===== src/rtl/prot_clkdiv_pkg.sv =====
package prot_clkdiv_pkg;

    localparam int DATA_W = 8;
    localparam int CODE_W = 4;
    localparam int DIV_W  = 7;

    typedef enum logic [0:0] {
        WIN_SHUT  = 1'b0,
        WIN_ARMED = 1'b1
    } win_state_e;

    typedef enum logic [0:0] {
        DIV_PASS  = 1'b0,
        DIV_COUNT = 1'b1
    } div_mode_e;

    function automatic logic [DIV_W-1:0] ratio_of(input logic [CODE_W-1:0] code);
        logic [DIV_W-1:0] n;
        unique case (code)
            4'h0:    n = 7'd2;
            4'h1:    n = 7'd4;
            4'h2:    n = 7'd8;
            4'h3:    n = 7'd16;
            4'h4:    n = 7'd32;
            4'h5:    n = 7'd64;
            4'h8:    n = 7'd6;
            4'h9:    n = 7'd10;
            4'hA:    n = 7'd12;
            4'hB:    n = 7'd24;
            4'hC:    n = 7'd48;
            default: n = 7'd2;
        endcase
        return n;
    endfunction

endpackage


===== src/rtl/prot_window_fsm.sv =====
module prot_window_fsm
    import prot_clkdiv_pkg::*;
#(
    parameter int WINDOW_CYC = 4
) (
    input  logic clk_i,
    input  logic rst_ni,
    input  logic guard_wr_i,
    input  logic key_match_i,
    input  logic prot_wr_i,
    output logic win_open_o,
    output logic grant_o
);

    localparam int CNT_W = $clog2(WINDOW_CYC + 1);
    localparam logic [CNT_W-1:0] CNT_LOAD = CNT_W'(WINDOW_CYC);

    win_state_e       state_q, state_d;
    logic [CNT_W-1:0] cnt_q, cnt_d;

    always_comb begin
        state_d = state_q;
        cnt_d   = cnt_q;
        unique case (state_q)
            WIN_SHUT: begin
                if (guard_wr_i && key_match_i) begin
                    state_d = WIN_ARMED;
                    cnt_d   = CNT_LOAD;
                end
            end
            WIN_ARMED: begin
                if (guard_wr_i) begin
                    if (key_match_i) begin
                        cnt_d = CNT_LOAD;
                    end else begin
                        state_d = WIN_SHUT;
                        cnt_d   = '0;
                    end
                end else if (prot_wr_i || cnt_q == CNT_W'(1)) begin
                    state_d = WIN_SHUT;
                    cnt_d   = '0;
                end else begin
                    cnt_d = cnt_q - CNT_W'(1);
                end
            end
            default: begin
                state_d = WIN_SHUT;
                cnt_d   = '0;
            end
        endcase
    end

    always_ff @(posedge clk_i or negedge rst_ni) begin
        if (!rst_ni) begin
            state_q <= WIN_SHUT;
            cnt_q   <= '0;
        end else begin
            state_q <= state_d;
            cnt_q   <= cnt_d;
        end
    end

    always_comb begin
        win_open_o = (state_q == WIN_ARMED);
        grant_o    = (state_q == WIN_ARMED) && prot_wr_i;
    end

    assert_key_opens_R1: assert property (@(posedge clk_i) disable iff (!rst_ni)
        (guard_wr_i && key_match_i) |=> win_open_o);

    assert_wrong_key_closes_R8: assert property (@(posedge clk_i) disable iff (!rst_ni)
        (guard_wr_i && !key_match_i) |=> !win_open_o);

    assert_single_grant_R9: assert property (@(posedge clk_i) disable iff (!rst_ni)
        grant_o |=> !win_open_o);

    assert_window_nonzero_R2: assert property (@(posedge clk_i) disable iff (!rst_ni)
        win_open_o |-> (cnt_q != '0));

endmodule


===== src/rtl/prot_ctrl_regs.sv =====
module prot_ctrl_regs
    import prot_clkdiv_pkg::*;
#(
    parameter int               ADDR_W   = 2,
    parameter logic [CODE_W-1:0] RST_CODE = 4'h8
) (
    input  logic              clk_i,
    input  logic              rst_ni,
    input  logic              grant_i,
    input  logic [ADDR_W-1:0] addr_i,
    input  logic [CODE_W:0]   wfield_i,
    output logic              div_en_o,
    output logic [CODE_W-1:0] div_code_o,
    output logic              freeze_o
);

    localparam logic [ADDR_W-1:0] CFG_ADDR    = ADDR_W'(1);
    localparam logic [ADDR_W-1:0] FREEZE_ADDR = ADDR_W'(2);

    logic              en_q;
    logic [CODE_W-1:0] code_q;
    logic              frz_q;
    logic              cfg_wr, frz_set;

    always_comb begin
        cfg_wr  = grant_i && (addr_i == CFG_ADDR) && !frz_q;
        frz_set = grant_i && (addr_i == FREEZE_ADDR) && wfield_i[0];
    end

    always_ff @(posedge clk_i or negedge rst_ni) begin
        if (!rst_ni) begin
            en_q   <= 1'b1;
            code_q <= RST_CODE;
            frz_q  <= 1'b0;
        end else begin
            if (cfg_wr) begin
                en_q   <= wfield_i[0];
                code_q <= wfield_i[CODE_W:1];
            end
            if (frz_set) begin
                frz_q <= 1'b1;
            end
        end
    end

    assign div_en_o   = en_q;
    assign div_code_o = code_q;
    assign freeze_o   = frz_q;

    assert_no_grant_no_change_R3: assert property (@(posedge clk_i) disable iff (!rst_ni)
        !grant_i |=> ($stable(en_q) && $stable(code_q)));

    assert_freeze_sticky_R7: assert property (@(posedge clk_i) disable iff (!rst_ni)
        frz_q |=> frz_q);

    assert_frozen_cfg_R7: assert property (@(posedge clk_i) disable iff (!rst_ni)
        frz_q |=> ($stable(en_q) && $stable(code_q)));

endmodule


===== src/rtl/prot_tick_gen.sv =====
module prot_tick_gen
    import prot_clkdiv_pkg::*;
(
    input  logic              clk_i,
    input  logic              rst_ni,
    input  logic              div_en_i,
    input  logic [CODE_W-1:0] div_code_i,
    input  logic [DIV_W-1:0]  rst_ratio_i,
    output logic              tick_o
);

    div_mode_e        mode_q;
    logic [DIV_W-1:0] ratio_q;
    logic [DIV_W-1:0] cnt_q;
    logic             tick;

    always_comb begin
        unique case (mode_q)
            DIV_PASS:  tick = 1'b1;
            DIV_COUNT: tick = (cnt_q == ratio_q - DIV_W'(1));
            default:   tick = 1'b1;
        endcase
    end

    always_ff @(posedge clk_i or negedge rst_ni) begin
        if (!rst_ni) begin
            mode_q  <= DIV_COUNT;
            ratio_q <= rst_ratio_i;
            cnt_q   <= '0;
        end else if (tick) begin
            cnt_q   <= '0;
            mode_q  <= div_en_i ? DIV_COUNT : DIV_PASS;
            ratio_q <= ratio_of(div_code_i);
        end else begin
            cnt_q <= cnt_q + DIV_W'(1);
        end
    end

    assign tick_o = tick;

    assert_switch_on_boundary_R10: assert property (@(posedge clk_i) disable iff (!rst_ni)
        !tick |=> ($stable(ratio_q) && $stable(mode_q)));

    assert_count_in_range_R10: assert property (@(posedge clk_i) disable iff (!rst_ni)
        (mode_q == DIV_COUNT) |-> (cnt_q < ratio_q));

endmodule


===== src/rtl/prot_clkdiv_ctrl.sv =====
module prot_clkdiv_ctrl
    import prot_clkdiv_pkg::*;
#(
    parameter int                ADDR_W     = 2,
    parameter logic [DATA_W-1:0] UNLOCK_KEY = 8'hD8,
    parameter int                WINDOW_CYC = 4,
    parameter logic [CODE_W-1:0] RST_CODE   = 4'h8
) (
    input  logic              clk_i,
    input  logic              rst_ni,
    input  logic              bus_we_i,
    input  logic [ADDR_W-1:0] bus_addr_i,
    input  logic [DATA_W-1:0] bus_wdata_i,
    output logic [DATA_W-1:0] bus_rdata_o,
    output logic              clk_en_o
);

    localparam logic [ADDR_W-1:0] GUARD_ADDR  = ADDR_W'(0);
    localparam logic [ADDR_W-1:0] CFG_ADDR    = ADDR_W'(1);
    localparam logic [ADDR_W-1:0] FREEZE_ADDR = ADDR_W'(2);
    localparam logic [DIV_W-1:0]  RST_RATIO   = ratio_of(RST_CODE);

    logic              guard_wr, key_match, prot_wr;
    logic              win_open, grant;
    logic              div_en, freeze;
    logic [CODE_W-1:0] div_code;

    always_comb begin
        guard_wr  = bus_we_i && (bus_addr_i == GUARD_ADDR);
        key_match = (bus_wdata_i == UNLOCK_KEY);
        prot_wr   = bus_we_i && ((bus_addr_i == CFG_ADDR) || (bus_addr_i == FREEZE_ADDR));
    end

    prot_window_fsm #(.WINDOW_CYC(WINDOW_CYC)) u_window (
        .clk_i       (clk_i),
        .rst_ni      (rst_ni),
        .guard_wr_i  (guard_wr),
        .key_match_i (key_match),
        .prot_wr_i   (prot_wr),
        .win_open_o  (win_open),
        .grant_o     (grant)
    );

    prot_ctrl_regs #(.ADDR_W(ADDR_W), .RST_CODE(RST_CODE)) u_regs (
        .clk_i      (clk_i),
        .rst_ni     (rst_ni),
        .grant_i    (grant),
        .addr_i     (bus_addr_i),
        .wfield_i   (bus_wdata_i[CODE_W:0]),
        .div_en_o   (div_en),
        .div_code_o (div_code),
        .freeze_o   (freeze)
    );

    prot_tick_gen u_tick (
        .clk_i       (clk_i),
        .rst_ni      (rst_ni),
        .div_en_i    (div_en),
        .div_code_i  (div_code),
        .rst_ratio_i (RST_RATIO),
        .tick_o      (clk_en_o)
    );

    always_comb begin
        bus_rdata_o = '0;
        unique case (bus_addr_i)
            GUARD_ADDR:  bus_rdata_o[0] = win_open;
            CFG_ADDR:    bus_rdata_o[CODE_W:0] = {div_code, div_en};
            FREEZE_ADDR: bus_rdata_o[0] = freeze;
            default:     bus_rdata_o = '0;
        endcase
    end

    assert_guard_reads_status_R11: assert property (@(posedge clk_i) disable iff (!rst_ni)
        (bus_addr_i == GUARD_ADDR) |-> (bus_rdata_o[DATA_W-1:1] == '0));

    assert_closed_write_ignored_R3: assert property (@(posedge clk_i) disable iff (!rst_ni)
        (prot_wr && !win_open) |=> ($stable(div_en) && $stable(div_code) && $stable(freeze)));

endmodule


===== config.mk =====
export PLATFORM = sky130hd
export DESIGN_NAME = prot_clkdiv_ctrl
export DESIGN_NICKNAME = d
export VERILOG_FILES = /design/src/rtl/prot_clkdiv_pkg.sv /design/src/rtl/prot_window_fsm.sv /design/src/rtl/prot_ctrl_regs.sv /design/src/rtl/prot_tick_gen.sv /design/src/rtl/prot_clkdiv_ctrl.sv
export SDC_FILE = /design/constraint.sdc
export NUM_CORES = 1
export LEC_CHECK = 0
export BUFFER_PORTS_ARGS = -buffer_cell sky130_fd_sc_hd__buf_2
export CORE_ASPECT_RATIO = 0.75
export CORE_MARGIN = 4
export CORE_UTILIZATION = 40
export DETAILED_ROUTE_END_ITERATION = 10
export MAX_ROUTING_LAYER = met4
export PLACE_DENSITY = 0.62
export SETUP_SLACK_MARGIN = 0.15
export SYNTH_ARGS = -nofsm -noshare
export SYNTH_HDL_FRONTEND = slang
export SYNTH_SLANG_ARGS = --single-unit

===== constraint.sdc =====
create_clock -name clk_i -period 6.1 [get_ports clk_i]
set_clock_uncertainty 0.05 [all_clocks]
set_input_delay 0.915 -clock clk_i [delete_from_list [all_inputs] [get_ports clk_i]]
set_output_delay 0.915 -clock clk_i [all_outputs]
set_load 0.01 [all_outputs]

* Word level (Yosys, flattened, before mapping)
Memory sizes are Yosys's and may differ from the RTL's. A register that Yosys moved wholly into a read port is not among the register bits.
Cells that the tools add are included.
** Operators by class
- Add/subtract/negate cells :: 3
- Multiply operators :: 0
- Div/mod/pow operators :: 0
- $lt $le $gt $ge :: 0
- Equality and inequality tests :: 6
- Shift operators :: 0
- Mux-type cells :: 15
- Bitwise gates (word level) :: 2
- Reduce and logical (&&, ||, !) cells :: 13
** Operators by type and width (number)
- 3-bit 2-to-1 mux :: 4
- 8-bit equality test, second input constant :: 1
- 1-bit logical AND :: 8
- 7-bit by 1-bit adder with 7-bit output, second input constant :: 1
- 7-bit equality test :: 1
- 7-bit 2-to-1 mux :: 1
- 7-bit by 1-bit subtractor with 7-bit output, second input constant :: 1
- 3-bit case mux with 2 select lines :: 1
- 1-bit 2-to-1 mux :: 5
- 4-bit 2-to-1 mux :: 1
- 1-bit case mux with 2 select lines :: 2
- 3-bit by 1-bit equality test with 1-bit output, second input constant :: 1
- 1-bit case mux with 3 select lines :: 1
- 3-bit by 1-bit subtractor with 3-bit output, second input constant :: 1
- 2-bit by 1-bit equality test with 1-bit output, second input constant :: 1
- 2-bit equality test, second input constant :: 1
- 1-bit zero test :: 2
- 2-bit zero test :: 1
- 1-bit logical OR :: 2
- 2-bit by 1-bit != test with 1-bit output, second input constant :: 1
- 1-bit NOT :: 2
** Word-level totals
- Bits in registers :: 25
- Latch bits :: 0
- Bits in writable memories :: 0
- ROM bits :: 96
- Input bits :: 13
- Output and inout port bits :: 9
- Logic and storage cells :: 48
- Memories :: 1
** Memories
- (no name shown) :: depth 16, width 6, read ports 1, clocked after Yosys merged registers in 1, write ports 0, RTL line prot_clkdiv_pkg.sv:19 : unique case (code)

* Logic depth before layout (Yosys ltp)
Gate-level depths: netlist of run 1.
- Depth after elaboration :: 7
- Gate-level depth with buffers :: 8
- Gate-level depth less buffers :: 7

* Least setup slack after synthesis of run 1
No wires, ideal clock.
- Path type :: flip-flop to output port
- From :: reg u_tick.ratio_q[1]
- To :: out clk_en_o
- Arrival :: 1.767 ns
- Data required time :: 5.135 ns
- Setup slack :: 3.368 ns
- Stages on the path, launching flop included :: 7
- Path buffers :: 1
- Path through :: dfstp_2 > inv_1 > ha_1 > xor2_1 > nand3_1 > o41ai_4 > buf_6
** Between the ends
- Cells in the longest elaborated chain, start to end :: 3
** Ends and longest elaborated chain
- start, declared :: RTL line prot_tick_gen.sv:13 : logic [DIV_W-1:0] ratio_q;
- 7-bit by 1-bit subtractor with 7-bit output :: RTL line prot_tick_gen.sv:20 : DIV_COUNT: tick = (cnt_q == ratio_q - DIV_W'(1));
- 7-bit equality test :: RTL line prot_tick_gen.sv:20
- 1-bit case mux with 2 select lines :: RTL line prot_tick_gen.sv:18 : unique case (mode_q)
- end, declared :: RTL line prot_clkdiv_ctrl.sv:15 : output logic clk_en_o
Every way passes these cells.

* Worst setup path after layout of run 1
Ends and elaborated chain as after synthesis.

==> reports/metrics.yaml, run 1 <==
grt_pass1_wl_um: 4353
drt-initial-drc-count: 60
num_io_pins: 22
synthArstFlopShare_pct: 100.0
netlist_area_um2: 1384
hp-class: "reg2reg"
start_util_pct: 41.80
synth.ff_latch_count: 24
synth_edf_count: 0
port_buffers: 18
outcome: "complete, no violations"
globalplace.congestion: 0.8131
wire_per_inst_um: 13.19
drcViolationCount: 0
worst_slew_pin_slew_ns: 0.9125
htreeDepth: 1
hold_viol: 0
crit_path_end_kind: "output pin"
nNetsFinal: 176
synthCells: 135
num_vias: 1008
cap_viol_max_count: 0
wirelength_um: 2558
vias_per_cell: 5.196
first_pass_iters: 4
ys_types: 36
fp-row-count: 18
period_share_pct: 58.34
post_cts_buffers: 0
setup_viol: 0
fin_crit_ns: 3.559
cts_sinks: 24
ys.flop_type: "dfrtp_1"
fmax_ghz: 0.2810
cts_hold_buf: 0
critPathRequiredTime_ns: 5.13
die_x_um: 75.92
p_leak_nw: 0.7376
die_h_um: 58.94
yosysSeqAreaShare_pct: 43.85
path_clk_slew_ns: 0.09
path_max_fanout: 15
maxSlewViolCount: 0
grt_max_degree: 25
clk_latency_ns: 0.27
vdd_drop_max_mv: 0.1203
overflow: 0
cts_tree: "built"
max-slew-margin-rel_pct: 38.96
start_kind: "register"
grt.total_usage_pct: 12.47
synth.avg_cell_area_um2: 10.25
setup_tns_ns: 0
grt_pass1_vias: 947
root_buffer: "clkbuf_8"
power_density_nw_per_um2: 213.1
rsz0062_at_grt: "false"
clockBufferDepth: 2
cts_resized: 0
core_um2: 3311
antenna_found_initial: 0
placed_area_um2: 1494
antennaDiodeCount: 0
yosysWarnings: 0
dieArea_um2: 4474
ant_nets: 0
critPathArrivalTime_ns: 2.59
crit_type: "reg2out"
drive_gt1_share_pct: 24.03
cts_buffers: 3
dp_hpwl_um: 2001
areaGrowthSynthToFinish_pct: 13.11
final_area_um2: 1565
-- per-layer routing --
| layer | wire [um] | track usage [%] | part of all wire (%) | vias to the layer above |
|---|---|---|---|---|
| li1 | - | - | - | 496 |
| met1 | 1228 | 16.22 | 48 | 487 |
| met2 | 1185 | 20.00 | 46 | 23 |
| met3 | 127 | 3.211 | 5.0 | 2 |
| met4 | 17 | 2.284 | 0.66 | 0 |
| met5 | 0 | - | 0 | - |
-- through the flow --
step | worst slack, ns | instances | power, mW | utilization [%] | hold WS [ns]
2_1_floorplan | 3.368 | 137 | 0.1879 | - | 0.4061
3_3_place_gp | 2.955 | 190 | 0.1967 | 45.12 | 0.4260
3_5_place_dp | 2.859 | 190 | 0.1979 | 45.12 | 0.4331
4_1_cts | 2.544 | 194 | 0.3372 | 47.28 | 0.4526
5_1_grt | 2.373 | 194 | 0.3461 | 47.28 | 0.4742
6_report | 2.541 | 194 | 0.3335 | 47.28 | 0.4478
-- synthesized netlist by cell type (all sizes together), types with 2 or more instances --
| cell type | instances | area, um2 |
|---|---|---|
| dfrtp | 19 | 475.5 |
| nor2 | 11 | 41.29 |
| inv | 10 | 37.54 |
| nand2 | 10 | 37.54 |
| mux2 | 9 | 101.4 |
| ha | 8 | 100.1 |
| nand3 | 7 | 35.03 |
| xnor2 | 6 | 52.55 |
| xor2 | 6 | 52.55 |
| dfstp | 5 | 131.4 |
| o21ai | 5 | 25.02 |
| and2 | 4 | 25.02 |
| buf | 4 | 33.78 |
| nand2b | 4 | 25.02 |
| nor3 | 3 | 15.01 |
| a21o | 2 | 15.01 |
| a21oi | 2 | 10.01 |
| mux2i | 2 | 20.02 |
| nor3b | 2 | 15.01 |
-- power by group --
| part | internal, mW | total [mW] | switching, mW |
|---|---|---|---|
| combinational | 0.0118 | 0.0279 | 0.0162 |
| clock | 0.0877 | 0.139 | 0.0513 |
| sequential | 0.163 | 0.167 | 0.00335 |
-- area by class of cell --
cell class	count	area, um2
fill	311	1745
multi-input combinational	98	709.4
sequential	24	606.8
timing repair buffer	18	90.09
tap	40	50.05
clock buffer	3	41.29
inverter	10	37.54
clock inverter	1	30.03
-- cell usage in the layout (no fill, tap or decap), types with 5 or more instances in the layout --
cell type  synthesis  routed
buf_2              0      18
ha_1               8       8
xnor2_1            6       6
inv_1             10      10
mux2_2             9       9
xor2_1             6       6
dfrtp_1           19      19
dfstp_2            5       5
nand3_1            7       7
nand2_1           10      10
nor2_1            11      11
o21ai_0            5       5
-- kinds of logic (layout without fill, tap and decap cells) --
kind of cell | after synthesis | after routing | synth area share (%)
AND/OR/NAND/NOR | 48 | 48 | 17.72
adder cells (fa/ha/maj) | 8 | 8 | 7.234
other | 1 | 3 | 0.2710
AO/OA/AOI/OAI | 16 | 16 | 9.133
XOR/XNOR | 12 | 12 | 7.595
flip-flops | 24 | 24 | 43.85
multiplexers | 11 | 11 | 8.771
buffers and inverters | 15 | 32 | 5.425
-- critical path: stages (launching register included) --
cell	delay (ns)
dfstp_2	0.57
inv_1	0.07
ha_1	0.31
xor2_1	0.14
nand3_1	0.14
o41ai_4	0.83
buf_2	0.27
-- flip-flops by register name, indices dropped and copies added (netlist names) --
name	count
u_tick.mode_q	1
u_regs.div_en_o	1
u_window.win_open_o	1
u_tick.cnt_q	7
u_regs.freeze_o	1
u_window.cnt_q	3
u_regs.div_code_o	4
u_tick.ratio_q	6
-- path summary, 6_finish.rpt --
check,slack (ns),startpoint,cells after the start,end
min in group asynchronous,0.56,rst_ni,1,u_tick.cnt_q[3]
hold reg to reg,0.45,u_window.cnt_q[1],1,u_window.cnt_q[1]
setup reg to reg,3.46,u_tick.ratio_q[1],6,u_tick.ratio_q[6]
max in group asynchronous,5.06,rst_ni,1,u_regs.div_en_o
hold / removal,0.45,u_window.cnt_q[1],1,u_window.cnt_q[1]
setup / recovery,2.54,u_tick.ratio_q[1],6,clk_en_o
No activity file was read; power rests on OpenSTA's default activity.
==> run 2: changes to the inputs <==
Settings changed: PLACE_DENSITY 0.62 to 0.64.
Clock period 6.1 ns to 3.1 ns, I/O delays scaled along.
==> reports/metrics.yaml, run 2 (synthesized netlist as in run 1, its figures left out) <==
outcome: "complete, no violations"  # unchanged
hold_viol: 0  # unchanged
vias_per_cell: 5.133  # was 5.196
ant_nets: 0  # unchanged
path_clk_slew_ns: 0.09  # about the same
cts_hold_buf: 0  # unchanged
dieArea_um2: 4474  # unchanged
maxSlewViolCount: 0  # unchanged
setup_tns_ns: 0  # unchanged
nNetsFinal: 177  # was 176
port_buffers: 18  # unchanged
areaGrowthSynthToFinish_pct: 13.65  # was 13.11%
clk_latency_ns: 0.27  # about the same
start_util_pct: 41.80  # unchanged
slowest_stage: "dfstp_2"  # was o41ai_4
p_leak_nw: 0.7418  # was 0.7376 nW
antennaDiodeCount: 0  # unchanged
setup_viol: 0  # unchanged
grt.total_usage_pct: 12.77  # was 12.47%
post_cts_buffers: 0  # unchanged
die_h_um: 58.94  # unchanged
n_fill_cell: 316  # was 311
rsz0062_at_grt: "false"  # unchanged
grt_pass1_wl_um: 4381  # was 4353 um
ff2ff_path_depth: 7  # was 6
mostFrequentLayoutCells: "19 x dfrtp_1, 18 x buf_2, 11 x nor2_1"  # unchanged
crit_type: "reg2out"  # unchanged
critical_path.endpoint: "clk_en_o"  # unchanged
globalplace.congestion: 0.7930  # was 0.8131
num_io_pins: 22  # unchanged
wire_per_inst_um: 13.51  # was 13.19 um
top_layer_used: "met4"  # unchanged
overflow: 0  # unchanged
start_kind: "register"  # unchanged
multi_input_area_um2: 709.4  # unchanged
critPathMaxStageDelay_ns: 0.57  # was 0.83 ns
instances_no_fill: 195  # was 194
die_x_um: 75.92  # unchanged
grt_max_degree: 25  # unchanged
drive_gt1_share_pct: 24.52  # was 24.03%
drcViolationCount: 0  # unchanged
cts_sinks: 24  # unchanged
placed_cells: 191  # was 190
drt-initial-drc-count: 58  # was 60
clockBufferDepth: 2  # unchanged
regArea_um2: 606.8  # unchanged
startpoint: "u_tick.ratio_q[1]"  # unchanged
fp-row-count: 18  # unchanged
cts_tree: "built"  # unchanged
fin_crit_ns: 2.484
path_max_fanout: 4  # was 15
top_register: "u_tick.cnt_q"  # unchanged
critPathArrivalTime_ns: 1.97  # was 2.59 ns
critPathRequiredTime_ns: 2.58  # was 5.13 ns
antenna_found_initial: 0  # unchanged
crit_path_end_kind: "output pin"  # unchanged
cpLargestDelayFamily: "flip-flops"  # was compound AO/OA/AOI/OAI gates
htreeDepth: 1  # unchanged
path_depth: 6  # unchanged
hp-class: "in2async"  # was reg2reg
reg2reg_to: "u_tick.ratio_q[6]"  # unchanged
cts_buffers: 3  # unchanged
worst_slew_pin_slew_ns: 0.7668  # was 0.9125 ns
core_um2: 3311  # unchanged
cts_resized: 0  # unchanged
r2r-start: "u_tick.ratio_q[1]"  # unchanged
dr_wl_met3_um: 106  # was 127 um
root_buffer: "clkbuf_8"  # unchanged
largest_reg_flops: 7  # unchanged
vdd_drop_max_mv: 0.2951  # was 0.1203 mV
period_share_pct: 80.11
worst-path-buf-inv: 2  # unchanged
rrSetupSlack_ns: 0.79  # was 3.46 ns
grt_pass1_vias: 954  # was 947
num_vias: 1001  # was 1,008
drt-met1-wl_um: 1199  # was 1228 um
wirelength_um: 2635  # was 2558 um
first_pass_iters: 4  # unchanged
fmax_ghz: 0.4027
layout_commonest_cell: "dfrtp_1"  # unchanged
path_cells: "inv_1 -> ha_1 -> xor2_1 -> nand3_1 -> o41ai_4 -> buf_2"  # unchanged
power_density_nw_per_um2: 418.8  # was 213.1 nW/um2
cap_viol_max_count: 0  # unchanged
dp_hpwl_um: 1996  # was 2001 um
max-slew-margin-rel_pct: 48.77  # was 38.96%
route.met2.wl_um: 1305  # was 1185 um
==> run 2: worst min-delay path by stage <==
stage	start	end	slack, ns	cells past startpoint
after global placement	rst_ni	u_tick.cnt_q[3]	0.42	1
after floorplan	rst_ni	u_regs.div_code_o[0]	0.12	0
after CTS	rst_ni	u_tick.cnt_q[3]	0.13	1
after global routing	rst_ni	u_regs.div_code_o[1]	0.15	1
after detailed placement	rst_ni	u_tick.cnt_q[3]	0.43	1
final	rst_ni	u_tick.cnt_q[3]	0.11	1
==> run 2: worst reg2reg max path: stages, from the launching register on <==
cell	delay [ns]
dfstp_2	0.57
inv_1	0.06
ha_1	0.30
xor2_1	0.13
nand3_1	0.13
o41ai_4	0.31
buf_4	0.26
mux2_2	0.36
==> run 2: per-layer routing <==
| metal | GRT usage (%) | vias up |
|---|---|---|
| met2 | 21.10 | 19 |
| met4 | 3.807 | 0 |
| met5 | - | - |
| li1 | - | 499 |
| met1 | 15.32 | 481 |
| met3 | 3.670 | 2 |
==> run 2: metrics by stage <==
stage                     area, um2  hold slack, ns  utilization (%)  total power [mW]  worst slack [ns]
after global placement         1501          0.4171            45.35            0.3881            0.8893
after detailed placement       1501          0.4293            45.35            0.3912            0.8142
after floorplan                1391          0.1194                -            0.3698            0.8182
final                          1573          0.1110            47.51            0.6586            0.6165
after CTS                      1573          0.1291            47.51            0.6677            0.6001
after global routing           1573          0.1484            47.51            0.6859            0.4946
==> run 2: layout make-up <==
class                      count  share of cell area [%]
inverter                      10                   2.387
multi-input combinational     98                   45.11
tap                           40                   3.182
timing repair buffer          19                   6.205
clock inverter                 1                   1.909
sequential                    24                   38.58
clock buffer                   3                   2.625
==> run 2: where the power goes <==
group	switching, mW	leakage (nW)	internal, mW
logic	0.0320	0.395	0.0245
registers	0.00668	0.311	0.321
clock network	0.101	0.0357	0.173
total	0.140	0.742	0.518
==> run 3: changes to the inputs <==
Clock period 3.1 ns to 2.2 ns, I/O delays scaled along.
==> reports/metrics.yaml, run 3 (synthesized netlist as in run 1, its figures left out) <==
outcome: "finished, violations left"  # was complete, no violations
violations: "setup timing"
start_util_pct: 41.80  # unchanged
port_buffers: 18  # unchanged
antenna_found_initial: 0  # unchanged
drcViolationCount: 0  # unchanged
crit_type: "reg2out"  # unchanged
final_area_um2: 1774  # was 1573 um2
critPathArrivalTime_ns: 2.11  # was 1.97 ns
critPathRequiredTime_ns: 1.82  # was 2.58 ns
root_buffer: "clkbuf_8"  # unchanged
mostFrequentLayoutCells: "19 x dfrtp_1, 17 x buf_2, 10 x nand2_1, 10 x nor2_1, 10 x buf_4"  # was 19 x dfrtp_1, 18 x buf_2, 11 x nor2_1
dp_hpwl_um: 2076  # was 1996 um
hold_viol: 0  # unchanged
setup_viol: 7  # was 0
top_register: "u_tick.cnt_q"  # unchanged
overflow: 0  # unchanged
path_max_fanout: 2  # was 4
globalplace.congestion: 0.7926  # was 0.7930
wire_per_inst_um: 14.42  # was 13.51 um
worst_path_most_repeated_cell: "buf_6"
drt-initial-drc-count: 57  # was 58
fin_crit_ns: 2.492
placed_area_um2: 1539  # was 1501 um2
fp-row-count: 18  # unchanged
switching_power_mw: 0.2058  # was 0.1402 mW
critPathMaxStageDelay_ns: 0.54  # was 0.57 ns
htreeDepth: 1  # unchanged
report.power.total_mw: 0.9611  # was 0.6586 mW
max-slew-margin-rel_pct: 64.60  # was 48.77%
dieArea_um2: 4474  # unchanged
first_pass_iters: 4  # unchanged
core_um2: 3311  # unchanged
areaGrowthSynthToFinish_pct: 28.21  # was 13.65%
hp-class: "in2reg"  # was in2async
layout_commonest_cell: "dfrtp_1"  # unchanged
cts_sinks: 24  # unchanged
fmax_ghz: 0.4013
start_kind: "register"  # unchanged
p_sw_share_pct: 21.41  # was 21.28%
crit_path_end_kind: "output pin"  # unchanged
instances_no_fill: 210  # was 195
ant_nets: 0  # unchanged
p_int_mw: 0.7553  # was 0.5185 mW
seqPwrFrac_pct: 48.1  # was 49.8%
wirelength_um: 3028  # was 2635 um
post-route-worst-setup-slack_ns: -0.2919  # was 0.6165 ns
power_density_nw_per_um2: 541.7  # was 418.8 nW/um2
p_leak_nw: 0.8575  # was 0.7418 nW
drive_gt1_share_pct: 34.71  # was 24.52%
die_h_um: 58.94  # unchanged
vdd_drop_max_mv: 0.3116  # was 0.2951 mV
cts_buffers: 3  # unchanged
cap_viol_max_count: 0  # unchanged
power_frac_clock_pct: 39.9  # was 41.6%
largest_reg_flops: 7  # unchanged
antennaDiodeCount: 0  # unchanged
num_io_pins: 22  # unchanged
maxSlewViolCount: 0  # unchanged
setup_tns_ns: -1.019  # was 0 ns
die_x_um: 75.92  # unchanged
grt_pass1_vias: 1056  # was 954
combPwrFrac_pct: 12.0  # was 8.6%
cts_tree: "built"  # unchanged
dp_slack_ns: -0.001132  # was 0.8142 ns
grt_max_degree: 25  # unchanged
clockBufferDepth: 2  # unchanged
clk_latency_ns: 0.27  # about the same
grt.total_usage_pct: 14.21  # was 12.77%
rsz0062_at_grt: "true"  # was false
nNetsFinal: 192  # was 177
path_cells: "buf_6 -> or4_4 -> nor2_4 -> xnor2_2 -> o41ai_4 -> buf_4 -> buf_6"  # was inv_1 -> ha_1 -> xor2_1 -> nand3_1 -> o41ai_4 -> buf_2
vias_per_cell: 5.019  # was 5.133
num_vias: 1054  # was 1,001
grt_pass1_wl_um: 4899  # was 4381 um
placed_cells: 196  # was 191
worst_slew_pin_slew_ns: 0.5310  # was 0.7668 ns
slowest_stage: "or4_4"  # was dfstp_2
period_share_pct: 113.3
path_clk_slew_ns: 0.09  # about the same
==> run 3: cell types whose count changed in the layout (fill, tap and decap cells not counted), sizes merged <==
cell         previous run  this run
buf                    19        33
dlygate4sd3             0         1
==> run 3: repair_timing <==
action,in CTS,in global routing
endpoints found under the hold margin,19,0
endpoints found under the setup margin,6,15
setup buffers,6,3
hold buffers,1,0
resized for setup,8,12
pin swaps,4,5
==> run 3: critical path, delay by kind of cell (launching register included) <==
kind | cells | cell delay [ns]
simple gates | 2 | 0.65
flops | 1 | 0.38
xor+xnor | 1 | 0.09
compound gates | 1 | 0.34
buf+inv | 3 | 0.37
==> run 3: per-stage QoR <==
stage	hold slack, ns	util (%)
5_1_grt	0.2469	53.59
2_1_floorplan	-0.01559	-
4_1_cts	0.2407	51.32
6_report	0.2525	53.59
3_3_place_gp	0.2838	46.49
3_5_place_dp	0.2903	46.49
==> run 3: path summary, 6_finish.rpt <==
| kind | start | to | depth (start not counted) | slack (ns) |
|---|---|---|---|---|
| max | u_tick.ratio_q[1] | clk_en_o | 7 | -0.29 |
| min | bus_wdata_i[3] | u_regs.div_code_o[2] | 2 | 0.25 |
| max reg2reg | u_tick.ratio_q[1] | u_tick.ratio_q[6] | 8 | -0.15 |
| min reg2reg | u_regs.div_en_o | u_tick.mode_q | 1 | 0.44 |
| max in group asynchronous | rst_ni | u_regs.div_en_o | 2 | 1.20 |
| min in group asynchronous | rst_ni | u_tick.cnt_q[3] | 2 | 0.52 |
==> run 3: per-layer routing <==
layer / vias up / wire length, um / track usage, %
met5: - / 0 / -
met4: 0 / 45 / 5.584
met3: 4 / 89 / 3.517
met2: 16 / 1641 / 24.02
met1: 508 / 1252 / 16.46
li1: 526 / - / -
==> run 3: area by class of cell <==
class                   instances  area (um2)
clock buffers                   3       41.29
clock inverters                 1       30.03
fillers                       284        1536
inverters                      10       37.54
multi-input cells              98       767.0
flip-flops and latches         24       606.8
well taps                      40       50.05
repair buffers                 34       241.5
==> run 3: power by group through the flow <==
stage / logic (mW) / clock network (mW) / registers (mW)
floorplan: 0.0533 / 0 / 0.468
global placement: 0.0808 / 0 / 0.469
detailed placement: 0.0842 / 0 / 0.470
CTS: 0.103 / 0.399 / 0.462
global route: 0.129 / 0.418 / 0.463
finish: 0.115 / 0.384 / 0.462
